**src/rtl/dbr_pkg.sv**
```systemverilog
package dbr_pkg;

    localparam int DLY_W = 12;

    typedef enum logic [1:0] {
        UPD_NOW     = 2'b00,
        UPD_NOW_ALT = 2'b01,
        UPD_LOCAL   = 2'b10,
        UPD_GLOBAL  = 2'b11
    } upd_mode_e;

    typedef struct packed {
        logic             valid;
        logic [DLY_W-1:0] value;
    } shadow_t;

    function automatic logic mode_buffered(input upd_mode_e m);
        return m[1];
    endfunction

endpackage

```
**src/rtl/dbr_shadow.sv**
```systemverilog
module dbr_shadow
    import dbr_pkg::*;
#(
    parameter int W = DLY_W
) (
    input  logic         clk,
    input  logic         rst,
    input  upd_mode_e    mode,
    input  logic         wr_en,
    input  logic [W-1:0] wr_data,
    input  logic         cnt_zero,
    input  logic         gsync_req,
    output logic [W-1:0] active
);

    logic [W-1:0] active_q;
    logic [W-1:0] pend_val_q;
    logic         pend_vld_q;
    logic         gsync_q;
    logic         consume;
    logic         zero_load;
    logic         wr_now;
    logic         wr_buf;

    assign wr_now    = wr_en && !mode_buffered(mode);
    assign wr_buf    = wr_en && mode_buffered(mode);
    assign consume   = cnt_zero && gsync_q && (mode == UPD_GLOBAL);
    assign zero_load = pend_vld_q && ((cnt_zero && mode == UPD_LOCAL) || consume);

    always_ff @(posedge clk) begin
        if (rst) begin
            active_q   <= '0;
            pend_val_q <= '0;
            pend_vld_q <= 1'b0;
            gsync_q    <= 1'b0;
        end else begin
            gsync_q <= (gsync_q && !consume) || gsync_req;
            if (wr_now)
                active_q <= wr_data;
            else if (zero_load)
                active_q <= pend_val_q;
            if (wr_buf) begin
                pend_val_q <= wr_data;
                pend_vld_q <= 1'b1;
            end else if (wr_now || zero_load) begin
                pend_vld_q <= 1'b0;
            end
        end
    end

    assign active = active_q;

    assert_imm_load_R6: assert property (@(posedge clk) disable iff (rst)
        (wr_en && !mode[1]) |=> (active == $past(wr_data)));

    assert_local_hold_R7: assert property (@(posedge clk) disable iff (rst)
        (mode == UPD_LOCAL && !cnt_zero && !wr_en) |=> $stable(active));

    assert_global_hold_R8: assert property (@(posedge clk) disable iff (rst)
        (mode == UPD_GLOBAL && !gsync_q && !wr_en) |=> $stable(active));

endmodule

```
**src/rtl/dbr_edge_det.sv**
```systemverilog
module dbr_edge_det (
    input  logic clk,
    input  logic rst,
    input  logic sig,
    output logic rise
);

    logic prev_q;

    always_ff @(posedge clk) begin
        if (rst) prev_q <= 1'b0;
        else     prev_q <= sig;
    end

    assign rise = sig && !prev_q;

endmodule

```
**src/rtl/dbr_rise_delay.sv**
```systemverilog
module dbr_rise_delay
    import dbr_pkg::*;
#(
    parameter int W = DLY_W
) (
    input  logic         clk,
    input  logic         rst,
    input  logic         en,
    input  logic         pwm_in,
    input  logic         rise,
    input  logic [W-1:0] delay,
    output logic         pwm_out
);

    localparam logic [W-1:0] CNT_MAX = '1;

    logic [W-1:0] elapsed_q;
    logic [W-1:0] elapsed_now;

    assign elapsed_now = rise ? '0 : elapsed_q;

    always_ff @(posedge clk) begin
        if (rst || !pwm_in)
            elapsed_q <= '0;
        else if (rise)
            elapsed_q <= {{(W-1){1'b0}}, 1'b1};
        else if (elapsed_q != CNT_MAX)
            elapsed_q <= elapsed_q + 1'b1;
    end

    always_comb begin
        if (en) pwm_out = pwm_in && (elapsed_now >= delay);
        else    pwm_out = pwm_in;
    end

    assert_fall_low_R5: assert property (@(posedge clk) disable iff (rst)
        !pwm_in |-> !pwm_out);

    assert_bypass_R2: assert property (@(posedge clk) disable iff (rst)
        !en |-> (pwm_out == pwm_in));

endmodule

```
**src/rtl/dbrise_gen.sv**
```systemverilog
module dbrise_gen
    import dbr_pkg::*;
#(
    parameter int W = DLY_W
) (
    input  logic         clk,
    input  logic         rst,
    input  logic         en,
    input  logic         pwm_in,
    input  logic         cnt_zero,
    input  logic         gsync_req,
    input  logic [1:0]   upd_mode,
    input  logic         wr_en,
    input  logic [W-1:0] wr_data,
    output logic         pwm_out
);

    upd_mode_e    mode;
    logic [W-1:0] active_dly;
    logic         rise;

    assign mode = upd_mode_e'(upd_mode);

    dbr_shadow #(.W(W)) u_shadow (
        .clk       (clk),
        .rst       (rst),
        .mode      (mode),
        .wr_en     (wr_en),
        .wr_data   (wr_data),
        .cnt_zero  (cnt_zero),
        .gsync_req (gsync_req),
        .active    (active_dly)
    );

    dbr_edge_det u_edge (
        .clk  (clk),
        .rst  (rst),
        .sig  (pwm_in),
        .rise (rise)
    );

    dbr_rise_delay #(.W(W)) u_delay (
        .clk     (clk),
        .rst     (rst),
        .en      (en),
        .pwm_in  (pwm_in),
        .rise    (rise),
        .delay   (active_dly),
        .pwm_out (pwm_out)
    );

    assert_zero_follow_R1: assert property (@(posedge clk) disable iff (rst)
        (en && active_dly == '0) |-> (pwm_out == pwm_in));

endmodule

```
**config.mk**
```make
export PLATFORM = sky130hd
export DESIGN_NAME = dbrise_gen
export DESIGN_NICKNAME = d
export VERILOG_FILES = /design/src/rtl/dbr_pkg.sv /design/src/rtl/dbr_shadow.sv /design/src/rtl/dbr_edge_det.sv /design/src/rtl/dbr_rise_delay.sv /design/src/rtl/dbrise_gen.sv
export SDC_FILE = /design/constraint.sdc
export NUM_CORES = 1
export LEC_CHECK = 0
export ABC_AREA = 1
export BUFFER_PORTS_ARGS = -buffer_cell sky130_fd_sc_hd__buf_2
export CAP_MARGIN = 20
export CORE_MARGIN = 2
export CORE_UTILIZATION = 45
export CTS_BUF_LIST = sky130_fd_sc_hd__clkbuf_2
export CTS_CLUSTER_DIAMETER = 120
export CTS_CLUSTER_SIZE = 30
export DETAILED_ROUTE_END_ITERATION = 8
export PLACE_DENSITY_LB_ADDON = 0.15
export SLEW_MARGIN = 20
export SYNTH_ARGS = -nofsm -noshare
export SYNTH_HDL_FRONTEND = slang
export SYNTH_HIERARCHICAL = 1
export SYNTH_SLANG_ARGS = --single-unit
```
**constraint.sdc**
```tcl
create_clock -name clk -period 7.75 [get_ports clk]
set_input_delay 2.325 -clock clk [delete_from_list [all_inputs] [get_ports clk]]
set_output_delay 2.325 -clock clk [all_outputs]
set_load 0.01 [all_outputs]
```
---- After elaboration in Yosys (flattened, before gate mapping) ----
Cells that the tools add are included.
word-level totals
  logic and storage cells ................. 41
  input port bits ......................... 21
  output and inout port bits .............. 1
  flip-flop bits (word level) ............. 39
operators by class
  $add $sub $neg .......................... 1
  reduce and logical (&&, ||, !) cells .... 21
  eq/ne operators ......................... 3
  mux-type cells .......................... 8
  order comparisons ....................... 1
operators by type and width
  operator               count
  $mux 12                3
  $add 12x1->12 const B  1
  $ge 12x12->1           1
  $ne 12x12->1 const B   1
  $logic_and 1x1->1      9
  $reduce_bool 2->1      3
  $mux 1                 5
  $eq 2x2->1 const B     2
  $logic_not 1->1        4
  $logic_or 1x1->1       4
  $reduce_or 2->1        1

---- Depth between registers and ports, before layout ----
Gate-level depths: netlist of run 1.
  depth in word-level cells ............... 7
  depth in mapped cells ................... 14
  depth with buffers taken out ............ 14

---- Modules after synthesis ----
Netlist of run 1, hierarchy kept.
by module, submodules not included
  module          cells an instance  seq. area each (µm²)  times used  area each (µm²)
  dbr_shadow      185                520.5                 1           1226.2
  dbr_rise_delay  163                240.2                 1           1022.2
  dbr_edge_det    4                  20.0                  1           31.3

---- Worst setup path after synthesis of run 1 ----
OpenSTA, ideal clock, no wires.
  path kind ............................... input -> output
  from .................................... input pwm_in
  to ...................................... output pwm_out
  slack ................................... 1719 ps
  arrival ................................. 3706 ps
  data required time ...................... 5425 ps
  buffers on the path ..................... 1
  stages .................................. 12
  cell sequence ........................... inv_1 > nor2_1 > clkbuf_1 > nor2_1 > ha_1 > nand2_1 > nor2_1 > nor2b_1 > nand2_1 > nand3_1 > nand2_1 > inv_1
between the ends
  longest elaborated chain between the ends .. 5
ends and longest elaborated chain
  element             RTL line              RTL
  start: declaration  dbrise_gen.sv:9       input logic pwm_in,
  $logic_and 1x1->1   dbr_edge_det.sv:15    assign rise = sig && !prev_q;
  net rise            dbrise_gen.sv:20      logic rise;
  $mux 12             dbr_rise_delay.sv:20  assign elapsed_now = rise ? '0 : elapsed_q;
  $ge 12x12->1        dbr_rise_delay.sv:32  if (en) pwm_out = pwm_in && (elapsed_now >= delay);
  $logic_and 1x1->1   dbr_rise_delay.sv:32
  $mux 1              dbr_rise_delay.sv:32
  end: declaration    dbrise_gen.sv:15      output logic pwm_out
The timed path passes the listed nets, and every way through them passes these cells.

---- Worst setup path after layout of run 1 ----
Ends and elaborated chain as after synthesis.

==> results of run 1 <==
-- power by group --
group	leakage [nW]	switching, mW	internal, mW
Sequential	0.320	0.00516	0.211
Combinational	0.863	0.0354	0.0224
Clock	0.0404	0.0680	0.0531
Total	1.22	0.109	0.287
-- cell families after synthesis --
logic type | Yosys count | synth area share, %
buffers and inverters | 67 | 12.4
and+or+nand+nor | 191 | 36.3
adders and majority gates | 13 | 7.14
xor gates and xnor gates | 2 | 0.769
AOI/OAI and AO/OA | 40 | 9.11
DFF | 39 | 34.2
-- sequential cells by signal (all words and copies together), names as in the netlist --
signal and count:
u_delay/elapsed_q 12, u_shadow/active 12, u_shadow/pend_val_q 12, u_edge/prev_q 1
u_shadow/gsync_q 1, u_shadow/pend_vld_q 1
-- worst min-delay path by stage --
stage	to	slack (ps)	cells past startpoint
after detailed placement	u_shadow/pend_val_q[0]	470	2
after global placement	u_shadow/pend_val_q[1]	470	2
after global routing	u_shadow/pend_val_q[1]	520	2
final	u_shadow/pend_val_q[1]	500	2
after CTS	u_shadow/pend_val_q[1]	500	2
after floorplan	u_shadow/pend_vld_q	450	2
-- final cells by class --
type | count | share of cell area, %
repair buffers | 21 | 4.28
well taps | 67 | 3.41
multi-input cells | 246 | 49.5
inverters | 55 | 8.41
clock inverters | 3 | 1.58
clock buffers | 5 | 1.02
flip-flops and latches | 39 | 31.8
-- cell usage in the layout, fill, tap and decap left out, drive strengths merged, types with 2 or more instances in the layout --
cell type  instances
inv               55
dfxtp             39
buf               21
nand2             80
nand3             38
a21oi             20
ha                13
nor3               3
clkinv             2
clkbuf             5
nand4              4
nor2              64
a31oi              2
o21ai             17
-- critical path, cell delays in order --
cell     delay (ps)
buf_2           100
inv_1            50
nor2_1          590
nor2_1          130
ha_1            330
nand2_1          70
nor2_1          140
nor2b_1         140
nand2_1          60
nand3_1          70
nand2_1          50
inv_1            40
buf_2           110
-- layer usage --
metal	global-route usage [%]	part of all wire, %
met1	25.2	50
met2	29.8	47
met5	0	0
met4	5.26	1.3
met3	4.02	2.0
==> results.sh, run 1 <==
export IMPL_synthDistinctLibCells=29
export IMPL_slew_headroom_pct=48.3
export IMPL_portBuffers=21
export IMPL_tightest_slew_ps=773
export IMPL_crit_path_end="pwm_out"
export IMPL_detailedPlace_worstSlack_ps=1250
export IMPL_placed_area_mm2=0.00239
export IMPL_synth_net_count=386
export IMPL_nFillCells=532
export IMPL_cts_reportedPaths_clkPinSlew_ps=200
export IMPL_ctsHoldBuffers=0
export IMPL_stdcell_count=436
export IMPL_yosysWarnings=6
export IMPL_peakVddDrop_v=0.0000873
export IMPL_reg2reg_to="u_delay/elapsed_q[10]"
export IMPL_hold_start="u_shadow/pend_val_q[1]"
export IMPL_slew_violations=0
export IMPL_die_w_um=75.2
export IMPL_postLayoutSetupSlackWorst_ps=1220
export IMPL_ys_flop_type="dfxtp_1"
export IMPL_wl_um=4560
export IMPL_max_cap_violations=0
export IMPL_drtAntennaViolNets=0
export IMPL_grt_pass1_vias=1921
export IMPL_synth_common_cells="nand2_1, nor2_1, inv_1, dfxtp_1, nand3_1"
export IMPL_end_kind="output pin"
export IMPL_wire_per_inst_um=10.5
export IMPL_cts_tree="yes"
export IMPL_worstHoldPathType="flop to flop"
export IMPL_dpl_hpwl_um=3320
export IMPL_synth_top_area_share_pct=34.2
export IMPL_rrSetupSlack_ps=5930
export IMPL_p_per_area_mw_per_mm2=161
export IMPL_dieArea_mm2=0.00565
export IMPL_cp_required_ps=5430
export IMPL_design_core_area_mm2=0.00482
export IMPL_grt_ovfl_total=0
export IMPL_status="complete, no violations"
export IMPL_cts_root_buf="clkbuf_2"
export IMPL_place_gp_congestion=0.756
export IMPL_ff_latch_area_um2=781
export IMPL_die_h_um=75.2
export IMPL_rsz0062_at_grt="no"
export IMPL_hold_viol_final=0
export IMPL_final_setup_viol_count=0
export IMPL_synth_area_mm2=0.00228
export IMPL_cts_made_buffers=5
export IMPL_ys_async_sr_fraction_pct=0
export IMPL_fin_skew_ps=27.2
export IMPL_period_minus_slack_ps=6530
export IMPL_yosys_top_cells_area="dfxtp_1, nand2_1, nor2_1"
export IMPL_synth_largest_area_cell="dfxtp_1"
export IMPL_timing_hold_ws_ps=503
export IMPL_yosysMostFrequentCell="nand2_1"
export IMPL_h_tree_depth=2
export IMPL_worst_setup_path_type="input pin to output pin"
export IMPL_ys_ff_latch=39
export IMPL_setup_tns_ps=0
export IMPL_p_leak_nw=1.22
export IMPL_fin_util_pct=51.0
export IMPL_grt_start_max_net_pins=38
export IMPL_fmax_ghz=0.153
export IMPL_clk_path_buf_depth=2
export IMPL_cts_setup_buffers=0
export IMPL_worstPathMaxFanout=13
export IMPL_drtIter0Drc=112
export IMPL_antenna_found_initial=0
export IMPL_yosysSeqAreaShare_pct=34.2
export IMPL_diodes=0
export IMPL_via_count=2088
export IMPL_period_share_pct=84.3
export IMPL_critPathLaunch="pwm_in"
export IMPL_clock_latency_ps=400
export IMPL_grt_usage_pct=18.6
export IMPL_firstDrtPassIters=4
export IMPL_layout_drive_gt1_share_pct=10.3
export IMPL_grt_pass1_wl_um=8130
export IMPL_synth_edf_count=0
export IMPL_io_pins=22
export IMPL_ctsResizeCount=0
export IMPL_drt_vias_per_instance=4.79
export IMPL_numPlacedInstances=428
export IMPL_synthCells=352
export IMPL_drc=0
export IMPL_final_nets=402
export IMPL_multi_input_area_mm2=0.00122
export IMPL_fp_row_count=25
export IMPL_start_kind="input pin"
export IMPL_rr_worst_depth=6
export IMPL_initial_core_util_pct=47.3
export IMPL_numClockSinks=39
export IMPL_total_power_uw=395
export IMPL_avgSynthCellArea_um2=6.48
export IMPL_area_growth_pct=7.74
export IMPL_cp_arrival_ps=4210
export IMPL_fin_area_mm2=0.00246
export IMPL_r2r_start="u_edge/prev_q"
No activity file was read; power rests on OpenSTA's default activity.
==> run 2, diff against run 1 <==
clock period = 6.3 ns   (was 7.75 ns; I/O delays follow)
==> results.sh, run 2 (synthesis results as in run 1) <==
export IMPL_stdcell_count=437
export IMPL_hold_start="u_shadow/pend_val_q[2]"
export IMPL_grt_pass1_wl_um=8310
export IMPL_crit_family="simple AND/OR/NAND/NOR gates"
export IMPL_fmax_ghz=0.191
export IMPL_grt_start_max_net_pins=38
export IMPL_intPower_uw=396
export IMPL_worst_setup_path_type="input pin to output pin"
export IMPL_hold_viol_final=0
export IMPL_tightest_slew_ps=685
export IMPL_final_setup_viol_count=0
export IMPL_grt_pass1_vias=1973
export IMPL_critPathLaunch="pwm_in"
export IMPL_wire_per_inst_um=10.5
export IMPL_portBuffers=21
export IMPL_ctsHoldBuffers=0
export IMPL_fin_util_pct=51.7
export IMPL_peakVddDrop_v=0.000115
export IMPL_design_core_area_mm2=0.00482
export IMPL_drtIter0Drc=87
export IMPL_p_sw_uw=138
export IMPL_p_leak_nw=1.24
export IMPL_worstHoldPathType="flop to flop"
export IMPL_cp_num_buf_inv=5
export IMPL_cts_root_buf="clkbuf_2"
export IMPL_grt_usage_pct=19.0
export IMPL_power_share_clock_pct=36.8
export IMPL_io_pins=22
export IMPL_max_cap_violations=0
export IMPL_cp_slowest_stage_delay_ps=290
export IMPL_p_per_area_mw_per_mm2=215
export IMPL_drt_vias_per_instance=4.84
export IMPL_via_count=2113
export IMPL_h_tree_depth=2
export IMPL_initial_core_util_pct=47.3
export IMPL_ctsResizeCount=0
export IMPL_layout_drive_gt1_share_pct=10.8
export IMPL_drtAntennaViolNets=0
export IMPL_layout_common_cells="nand2_1, nor2_1, inv_1, dfxtp_1, nand3_1"
export IMPL_clock_latency_ps=410
export IMPL_timing_hold_ws_ps=505
export IMPL_slew_headroom_pct=54.3
export IMPL_firstDrtPassIters=4
export IMPL_final_nets=403
export IMPL_period_share_pct=83.3
export IMPL_grt_ovfl_total=0
export IMPL_dpl_hpwl_um=3390
export IMPL_die_w_um=75.2
export IMPL_fin_skew_ps=25.9
export IMPL_seqPwrFrac_pct=49.8
export IMPL_drc=0
export IMPL_crit_chain="buf_2 -> inv_1 -> nor2_1 -> buf_4 -> nor2_1 -> ha_1 -> nand2_1 -> nor2_1 -> nor2b_1 -> nand2_1 -> nand3_1 -> nand2_1 -> inv_1 -> buf_2"
export IMPL_dieArea_mm2=0.00565
export IMPL_fp_row_count=25
export IMPL_antenna_found_initial=0
export IMPL_cts_made_buffers=5
export IMPL_area_growth_pct=9.22
export IMPL_numClockSinks=39
export IMPL_diodes=0
export IMPL_worstPathMaxFanout=13
export IMPL_start_kind="input pin"
export IMPL_wl_um=4590
export IMPL_combPwrFrac_pct=13.4
export IMPL_swShare_pct=25.8
export IMPL_slew_violations=0
export IMPL_cts_reportedPaths_clkPinSlew_ps=220
export IMPL_cp_required_ps=4410
export IMPL_numPlacedInstances=429
export IMPL_end_kind="output pin"
export IMPL_cp_arrival_ps=3360
export IMPL_clk_path_buf_depth=2
export IMPL_place_gp_congestion=0.771
export IMPL_setup_tns_ps=0
export IMPL_status="complete, no violations"
export IMPL_cts_tree="yes"
export IMPL_r2r_start="u_delay/elapsed_q[0]"
export IMPL_cts_setup_buffers=0
export IMPL_rsz0062_at_grt="no"
export IMPL_mostFrequentLayoutCell="nand2_1"
export IMPL_die_h_um=75.2
export IMPL_period_minus_slack_ps=5250
export IMPL_cp_slowest_cell="ha_1"
[run 2: cell types whose count changed in the layout (fill, tap and decap cells not counted), sizes merged]
| cell | before | now |
|---|---|---|
| clkinv | 2 | 0 |
| buf | 21 | 22 |
| clkbuf | 5 | 6 |
| bufinv | 1 | 2 |
[run 2: per-layer routing]
layer / vias to the layer above / GRT usage (%) / wire, um
met5: - / 0 / 0
met1: 943 / 24.2 / 2220
met3: 6 / 4.02 / 169
met4: 0 / 6.63 / 72
li1: 1135 / - / -
met2: 29 / 32.0 / 2130
[run 2: power by group through the flow]
stage | Sequential (mW) | Clock [mW] | Combinational [mW]
floorplan | 0.270 | 0 | 0.0555
global placement | 0.271 | 0 | 0.0716
detailed placement | 0.271 | 0 | 0.0724
CTS | 0.266 | 0.201 | 0.0728
global route | 0.268 | 0.212 | 0.0857
finish | 0.266 | 0.196 | 0.0717
[run 2: tightest hold or removal path, cell delays in order, from the launching register on]
cell and delay, ps:
dfxtp_1 360, nor2_1 90, nor2_1 50
[run 2: layout make-up]
cell class | instances | area (um^2)
timing repair buffer | 22 | 113
fill | 528 | 2330
clock buffer | 6 | 30.0
clock inverter | 2 | 60.1
tap | 67 | 83.8
inverter | 55 | 206
sequential | 39 | 781
multi-input combinational | 246 | 1220
[run 2: per-stage QoR]
stage / area [um^2] / total power [mW] / setup slack (ps)
floorplan: 2280 / 0.325 / 1140
global placement: 2400 / 0.342 / 1100
detailed placement: 2400 / 0.344 / 1040
CTS: 2490 / 0.541 / 1030
global route: 2490 / 0.565 / 866
finish: 2490 / 0.534 / 1050
[run 2: final timing paths]
kind                                               end  slack [ps]  cells after the start
worst max register to register    u_delay/elapsed_q[0]        4720                      6
worst min register to register  u_shadow/pend_val_q[2]         510                      2
worst max-delay path                           pwm_out        1050                     14
worst min-delay path            u_shadow/pend_val_q[2]         510                      2
